<file path="src/rtl/eaf_pkg.sv">
// Shared constants and state type for the two-wire address front end.
// Assumes 8-bit bus bytes and a 17-bit word address (page bit + two bytes).
package eaf_pkg;
    localparam int BYTE_W    = 8;
    localparam int PREFIX_W  = 5;
    localparam int WADDR_W   = 2 * BYTE_W + 1;
    localparam logic [PREFIX_W-1:0] DEV_PREFIX = 5'b10100;

    typedef enum logic [2:0] {
        ST_IDLE,
        ST_DEV,
        ST_ACK_DEV,
        ST_ADR_HI,
        ST_ACK_HI,
        ST_ADR_LO,
        ST_ACK_LO,
        ST_HOLD
    } eaf_state_e;
endpackage

</file>
<file path="src/rtl/eaf_line_sync.sv">
// Synchronizes SCL/SDA and flags SCL edges plus start/stop conditions.
// Assumes both lines idle high and SYNC_STAGES >= 2.
module eaf_line_sync #(
    parameter int SYNC_STAGES = 2
) (
    input  logic clk,
    input  logic rst_n,
    input  logic scl_in,
    input  logic sda_in,
    output logic scl_level,
    output logic sda_level,
    output logic scl_rise,
    output logic scl_fall,
    output logic start_det,
    output logic stop_det
);
    logic [SYNC_STAGES-1:0] scl_pipe;
    logic [SYNC_STAGES-1:0] sda_pipe;
    logic                   scl_prev;
    logic                   sda_prev;

    // Synchronizer chains and one-cycle history of the settled levels.
    always_ff @(posedge clk) begin
        if (!rst_n) begin
            scl_pipe <= '1;
            sda_pipe <= '1;
            scl_prev <= 1'b1;
            sda_prev <= 1'b1;
        end else begin
            scl_pipe <= {scl_pipe[SYNC_STAGES-2:0], scl_in};
            sda_pipe <= {sda_pipe[SYNC_STAGES-2:0], sda_in};
            scl_prev <= scl_pipe[SYNC_STAGES-1];
            sda_prev <= sda_pipe[SYNC_STAGES-1];
        end
    end

    assign scl_level = scl_pipe[SYNC_STAGES-1];
    assign sda_level = sda_pipe[SYNC_STAGES-1];

    // Edge and bus-condition decode from current and previous levels.
    always_comb begin
        scl_rise  = scl_level & ~scl_prev;
        scl_fall  = ~scl_level & scl_prev;
        start_det = scl_level & scl_prev & sda_prev & ~sda_level;
        stop_det  = scl_level & scl_prev & ~sda_prev & sda_level;
    end
endmodule

</file>
<file path="src/rtl/eaf_byte_rx.sv">
// MSB-first byte shifter with bit counter; samples on SCL rising edges.
// Assumes the controller clears it between bytes and gates it with en.
module eaf_byte_rx #(
    parameter int BYTE_W = 8
) (
    input  logic              clk,
    input  logic              rst_n,
    input  logic              clr,
    input  logic              en,
    input  logic              sample,
    input  logic              bit_in,
    output logic [BYTE_W-1:0] data,
    output logic              full
);
    localparam int CNT_W = $clog2(BYTE_W + 1);

    logic [CNT_W-1:0] bit_cnt;

    assign full = (bit_cnt == CNT_W'(BYTE_W));

    // Shift one bit per sampling edge until the byte is complete.
    always_ff @(posedge clk) begin
        if (!rst_n) begin
            bit_cnt <= '0;
            data    <= '0;
        end else if (clr) begin
            bit_cnt <= '0;
        end else if (en && sample && !full) begin
            data    <= {data[BYTE_W-2:0], bit_in};
            bit_cnt <= bit_cnt + 1'b1;
        end
    end
endmodule

</file>
<file path="src/rtl/eaf_ctrl.sv">
// Address-phase sequencer: matches the device byte, drives acknowledges,
// assembles the word address and strobes it out.
// Assumes byte_full/rx_byte come from eaf_byte_rx; acts on SCL falling edges.
module eaf_ctrl
    import eaf_pkg::*;
(
    input  logic               clk,
    input  logic               rst_n,
    input  logic               start_det,
    input  logic               stop_det,
    input  logic               scl_fall,
    input  logic               byte_full,
    input  logic [BYTE_W-1:0]  rx_byte,
    input  logic               strap_sel,
    output logic               rx_en,
    output logic               rx_clr,
    output logic               sda_drive_low,
    output logic [WADDR_W-1:0] word_addr,
    output logic               dir_read,
    output logic               txn_valid
);
    eaf_state_e        state;
    logic              page_bit;
    logic              rd_pend;
    logic [BYTE_W-1:0] hi_byte;
    logic              dev_match;

    // Device byte decode: fixed prefix plus strap bit.
    always_comb begin
        dev_match = (rx_byte[BYTE_W-1 -: PREFIX_W] == DEV_PREFIX)
                 && (rx_byte[2] == strap_sel);
    end

    // Shifter control: enable in byte states, clear on conditions and byte end.
    always_comb begin
        rx_en  = (state == ST_DEV) || (state == ST_ADR_HI) || (state == ST_ADR_LO);
        rx_clr = start_det | stop_det | (scl_fall & byte_full);
    end

    // Main sequencer and output registers.
    always_ff @(posedge clk) begin
        if (!rst_n) begin
            state         <= ST_IDLE;
            page_bit      <= 1'b0;
            rd_pend       <= 1'b0;
            hi_byte       <= '0;
            sda_drive_low <= 1'b0;
            word_addr     <= '0;
            dir_read      <= 1'b0;
            txn_valid     <= 1'b0;
        end else begin
            txn_valid <= 1'b0;
            if (start_det) begin
                state         <= ST_DEV;
                sda_drive_low <= 1'b0;
            end else if (stop_det) begin
                state         <= ST_IDLE;
                sda_drive_low <= 1'b0;
            end else if (scl_fall) begin
                case (state)
                    ST_DEV: if (byte_full) begin
                        if (dev_match) begin
                            sda_drive_low <= 1'b1;
                            page_bit      <= rx_byte[1];
                            rd_pend       <= rx_byte[0];
                            state         <= ST_ACK_DEV;
                            if (rx_byte[0]) begin
                                word_addr[WADDR_W-1] <= rx_byte[1];
                                dir_read             <= 1'b1;
                                txn_valid            <= 1'b1;
                            end
                        end else begin
                            state <= ST_IDLE;
                        end
                    end
                    ST_ACK_DEV: begin
                        sda_drive_low <= 1'b0;
                        state         <= rd_pend ? ST_HOLD : ST_ADR_HI;
                    end
                    ST_ADR_HI: if (byte_full) begin
                        hi_byte       <= rx_byte;
                        sda_drive_low <= 1'b1;
                        state         <= ST_ACK_HI;
                    end
                    ST_ACK_HI: begin
                        sda_drive_low <= 1'b0;
                        state         <= ST_ADR_LO;
                    end
                    ST_ADR_LO: if (byte_full) begin
                        word_addr     <= {page_bit, hi_byte, rx_byte};
                        dir_read      <= 1'b0;
                        txn_valid     <= 1'b1;
                        sda_drive_low <= 1'b1;
                        state         <= ST_ACK_LO;
                    end
                    ST_ACK_LO: begin
                        sda_drive_low <= 1'b0;
                        state         <= ST_HOLD;
                    end
                    default: ;
                endcase
            end
        end
    end
endmodule

</file>
<file path="src/rtl/eaf_addr_front.sv">
// Top of the two-wire memory slave address front end.
// Assumes SCL/SDA are far slower than clk; SDA output is open-drain enable only.
module eaf_addr_front
    import eaf_pkg::*;
#(
    parameter int SYNC_STAGES = 2
) (
    input  logic               clk,
    input  logic               rst_n,
    input  logic               scl_in,
    input  logic               sda_in,
    input  logic               strap_sel,
    output logic               sda_drive_low,
    output logic [WADDR_W-1:0] word_addr,
    output logic               dir_read,
    output logic               txn_valid
);
    logic              scl_level;
    logic              sda_level;
    logic              scl_rise;
    logic              scl_fall;
    logic              start_det;
    logic              stop_det;
    logic              rx_en;
    logic              rx_clr;
    logic              byte_full;
    logic [BYTE_W-1:0] rx_byte;

    eaf_line_sync #(.SYNC_STAGES(SYNC_STAGES)) u_sync (
        .clk       (clk),
        .rst_n     (rst_n),
        .scl_in    (scl_in),
        .sda_in    (sda_in),
        .scl_level (scl_level),
        .sda_level (sda_level),
        .scl_rise  (scl_rise),
        .scl_fall  (scl_fall),
        .start_det (start_det),
        .stop_det  (stop_det)
    );

    eaf_byte_rx #(.BYTE_W(BYTE_W)) u_rx (
        .clk    (clk),
        .rst_n  (rst_n),
        .clr    (rx_clr),
        .en     (rx_en),
        .sample (scl_rise),
        .bit_in (sda_level),
        .data   (rx_byte),
        .full   (byte_full)
    );

    eaf_ctrl u_ctrl (
        .clk           (clk),
        .rst_n         (rst_n),
        .start_det     (start_det),
        .stop_det      (stop_det),
        .scl_fall      (scl_fall),
        .byte_full     (byte_full),
        .rx_byte       (rx_byte),
        .strap_sel     (strap_sel),
        .rx_en         (rx_en),
        .rx_clr        (rx_clr),
        .sda_drive_low (sda_drive_low),
        .word_addr     (word_addr),
        .dir_read      (dir_read),
        .txn_valid     (txn_valid)
    );
endmodule

</file>
<file path="config.mk">
export PLATFORM = sky130hd
export DESIGN_NAME = eaf_addr_front
export DESIGN_NICKNAME = d
export VERILOG_FILES = /design/src/rtl/eaf_pkg.sv /design/src/rtl/eaf_line_sync.sv /design/src/rtl/eaf_byte_rx.sv /design/src/rtl/eaf_ctrl.sv /design/src/rtl/eaf_addr_front.sv
export SDC_FILE = /design/constraint.sdc
export NUM_CORES = 1
export LEC_CHECK = 0
export ABC_AREA = 1
export BUFFER_PORTS_ARGS = -buffer_cell sky130_fd_sc_hd__clkbuf_2
export CAP_MARGIN = 20
export CORE_AREA = 2 2 72 67
export CTS_BUF_LIST = sky130_fd_sc_hd__clkbuf_2 sky130_fd_sc_hd__clkbuf_4 sky130_fd_sc_hd__clkbuf_8
export CTS_CLUSTER_DIAMETER = 80
export CTS_CLUSTER_SIZE = 16
export DETAILED_ROUTE_END_ITERATION = 16
export DIE_AREA = 0 0 74 69
export PLACE_DENSITY = 0.79
export SLEW_MARGIN = 40
export SYNTH_ARGS = -nofsm -noshare
export SYNTH_HDL_FRONTEND = slang
export SYNTH_SLANG_ARGS = --single-unit
</file>
<file path="constraint.sdc">
create_clock -name clk -period 3.25 [get_ports clk]
set_clock_uncertainty 0.1 [all_clocks]
set_input_delay 0.8125 -clock clk [delete_from_list [all_inputs] [get_ports clk]]
set_output_delay 0.8125 -clock clk [all_outputs]
set_load 0.05 [all_outputs]
</file>
==> flow_summary_export.csv <==
group,metric,value,unit
critical_path,crit_path_start,"u_rx.bit_cnt[0]",
synth,syn_inst,286,
clocking,cts_buffer_depth,2,
layout,antenna_cells,0,
floorplan,die_w,74,µm
timing,hold_viol,0,
job,drv_cap,0,
pwr,power_frac_comb,3.8,%
route,totalWireLength,3750,µm
timing,fmax,0.527,GHz
critical_path,crit_path_end,"u_rx.data[5]",
pwr,powerDensity,471,nW/µm²
outcome,status,"finished, final reports clean",
synth,yosysSeqAreaShare,47.9,%
timing,setup_violations,0,
clocking,post_cts_buffers,0,
critical_path,criticalPathCategory,"register to register",
timing,tightest_slew,0.508,ns
critical_path,end_kind,"register",
synth,synth.area.top_cells,"dfxtp_1 48%, a21oi_1 9.9%, inv_1 8.6%",
layout,final_core_util,55.0,%
critical_path,critPathTopFamily,"simple AND/OR/NAND/NOR gates",
global_routing,globalRouteOverflowTotal,0,
floorplan,start_util,49.0,%
placement,port_buffers,24,
clocking,cts_buffers,5,
critical_path,cp.required,3.35,ns
layout,post_route_cells_drive_above_1_share,15.6,%
synth,synth_area,2130,µm²
pwr,p_clk_share,40.0,%
critical_path,cp.arrival,2.00,ns
route,drtIter0Drc,113,
clocking,root_buffer,"clkbuf_8",
floorplan,ioPinCount,25,
synth,yosysWarnings,0,
synth,yosys.area.top_type_share,47.9,%
route,routedWlPerCell,10.1,µm
pwr,leakage,0.943,nW
route,viasPerCell,4.65,
layout,area_growth,12.2,%
synth,ys_ff_latch,51,
layout,nets,314,
clocking,clock_sinks,51,
min_path,min_path_type,"register to register",
global_routing,grt_use_total,15.7,%
critical_path,worstSetupStartpointType,"register",
synth,synth_cell_types,28,
critical_path,rrSetupSlack,1.35,ns
route,via_count,1721,
global_routing,grt_pass1_wl,6310,µm
floorplan,rows,23,
critical_path,cp_max_fo,18,
critical_path,max_stage_delay,0.38,ns
synth,synth_top_family_by_area,"compound AO/OA/AOI/OAI gates",
critical_path,r2r-start,"u_rx.bit_cnt[0]",
timing,finalSetupTns,0,ns
global_routing,grt_pass1_vias,1436,
synth,synthMuxAreaShare,0,%
pwr,peakVddDrop,223,µV
critical_path,slowest_stage,"nand2_1",
synth,synth_compound_area_share,20.1,%
placement,place_congestion,0.830,
clocking,cts_max_level,2,
timing,rsz0062_at_grt,"false",
critical_path,cp_common_cell,"inv_1",
critical_path,path_depth,9,
clocking,clk_latency,0.31,ns
timing,slew_headroom,66.1,%
critical_path,crit_buf_inv,2,
floorplan,die_area,5110,µm²
critical_path,path_cells,"inv_1 > ha_1 > nand2_2 > nor2_4 > nor2_1 > nand2_1 > inv_1 > o21ai_0 > a21oi_1",
pwr,switching_power,249,µW
global_routing,grt_max_degree,39,
synth,synth_xor_area_share,0,%
route,drc,0,
synth,synth_fp_nets,293,
critical_path,r2r_cells,9,
clocking,cts_tree,"done",
route,ant_nets,0,
timing,slew_viol_final,0,
clocking,cts.clk_slew.worst_paths,0.09,ns
pwr,sw_frac_of_total,22.1,%
timing,hold_ws,0.317,ns
clocking,cts_resized,0,
global_routing,antenna_found_initial,0,
pwr,p_seq_share,56.2,%
route,drt_first_pass_iters,5,
synth,avgSynthCellArea,7.45,µm²
placement,hpwlAfterDp,2610,µm
critical_path,r2r_end,"u_rx.data[5]",
timing,fin_crit,1.90,ns
synth,synthSimpleGateAreaFrac,19.0,%
timing,post-route-period-util,58.4,%
floorplan,core,4350,µm²
synth,yosysTopAreaCell,"dfxtp_1",
pwr,p_int,877,µW
synth,synthAdderAreaFrac,1.17,%
floorplan,die_h,69,µm
clocking,hold_buffers,0,
==> sequential cells by signal, summed over array words and instances (netlist names) <==
signal	cells
u_ctrl.dir_read	1
u_ctrl.hi_byte	8
u_ctrl.page_bit	1
u_ctrl.rd_pend	1
u_ctrl.sda_drive_low	1
u_ctrl.state	3
u_ctrl.txn_valid	1
u_ctrl.word_addr	17
u_rx.bit_cnt	4
u_rx.data	8
u_sync.scl_pipe	2
u_sync.scl_prev	1
u_sync.sda_pipe	2
u_sync.sda_prev	1
==> per-layer routing <==
metal  share of wire (%)  global-route usage, %  routed length, µm  vias up
met4                 1.7                   6.06                 64        0
met2                  40                   21.7               1500       36
li1                    -                      -                  -      955
met5                   0                      0                  0        -
met3                 4.2                   4.82                156        5
met1                  54                   22.5               2030      725
==> cell usage in the layout (no fill, tap or decap), types with 2 or more instances in the layout <==
cell type,instances
clkbuf_8,5
ha_1,2
nor2_1,24
dfxtp_1,51
o211ai_1,3
o21ai_0,33
nand3_1,10
inv_1,49
nand2_1,39
a21oi_1,42
nor3b_1,2
nand2_2,3
clkbuf_2,24
or2_2,5
==> through the flow <==
stage / std cells / area [µm²] / setup slack (ns) / power, mW
finish: 370 / 2390 / 1.35 / 1.13
global route: 370 / 2390 / 1.11 / 1.17
CTS: 370 / 2390 / 1.09 / 1.13
detailed placement: 362 / 2270 / 1.10 / 0.689
global placement: 362 / 2270 / 1.20 / 0.688
floorplan: 286 / 2130 / 1.55 / 0.680
==> worst register-to-register path, stage by stage, from the launching register on <==
cell     delay, ns
dfxtp_1       0.35
inv_1         0.08
ha_1          0.18
nand2_2       0.08
nor2_4        0.12
nor2_1        0.05
nand2_1       0.38
inv_1         0.20
o21ai_0       0.19
a21oi_1       0.06
==> cells in the mapped netlist <==
library cell	n
inv_1	49
ha_1	2
o21ai_1	1
o21ai_2	1
o211ai_1	3
nor3b_1	2
nand2_2	2
buf_6	2
or2_2	5
nor3_2	1
nor2_2	1
nand4_1	1
o21ai_0	33
a21oi_1	42
nor3_1	1
nand3_1	10
inv_2	1
a21oi_2	1
or2_1	1
dfxtp_1	51
buf_4	1
nand3_2	1
o21bai_1	1
nor2_1	24
nand2_1	40
buf_2	4
clkbuf_1	4
nor2_4	1
==> layout make-up <==
cell class / instances / area, µm²
fillers: 416 / 1960
multi-input cells: 174 / 860
flip-flops and latches: 51 / 1020
inverters: 50 / 188
clock inverters: 3 / 47.5
well taps: 62 / 77.6
repair buffers: 25 / 128
clock buffers: 5 / 68.8
==> cells by family after synthesis <==
family,Yosys count
and+or+nand+nor,90
AOI/OAI and AO/OA,82
buffers and inverters,61
DFF,51
adders and majority gates,2
==> worst min-delay path by stage <==
stage / from / to / slack, ns / depth (start not counted)
final: u_sync.sda_pipe[0] / u_sync.sda_pipe[1] / 0.32 / 1
after global routing: u_sync.scl_pipe[0] / u_sync.scl_pipe[1] / 0.34 / 1
after floorplan: u_sync.scl_pipe[0] / u_sync.scl_pipe[1] / 0.29 / 1
after global placement: u_sync.scl_pipe[0] / u_sync.scl_pipe[1] / 0.29 / 1
after detailed placement: u_sync.sda_pipe[0] / u_sync.sda_pipe[1] / 0.30 / 1
after CTS: u_sync.sda_pipe[0] / u_sync.sda_pipe[1] / 0.32 / 1
==> power by group through the flow <==
stage	sequential, mW	clock, mW	combinational (mW)
6_report	0.633	0.451	0.0425
5_1_grt	0.634	0.485	0.0489
4_1_cts	0.633	0.459	0.0422
2_1_floorplan	0.647	0	0.0329
3_5_place_dp	0.648	0	0.0419
3_3_place_gp	0.647	0	0.0410
No activity file was read; power rests on OpenSTA's default activity.
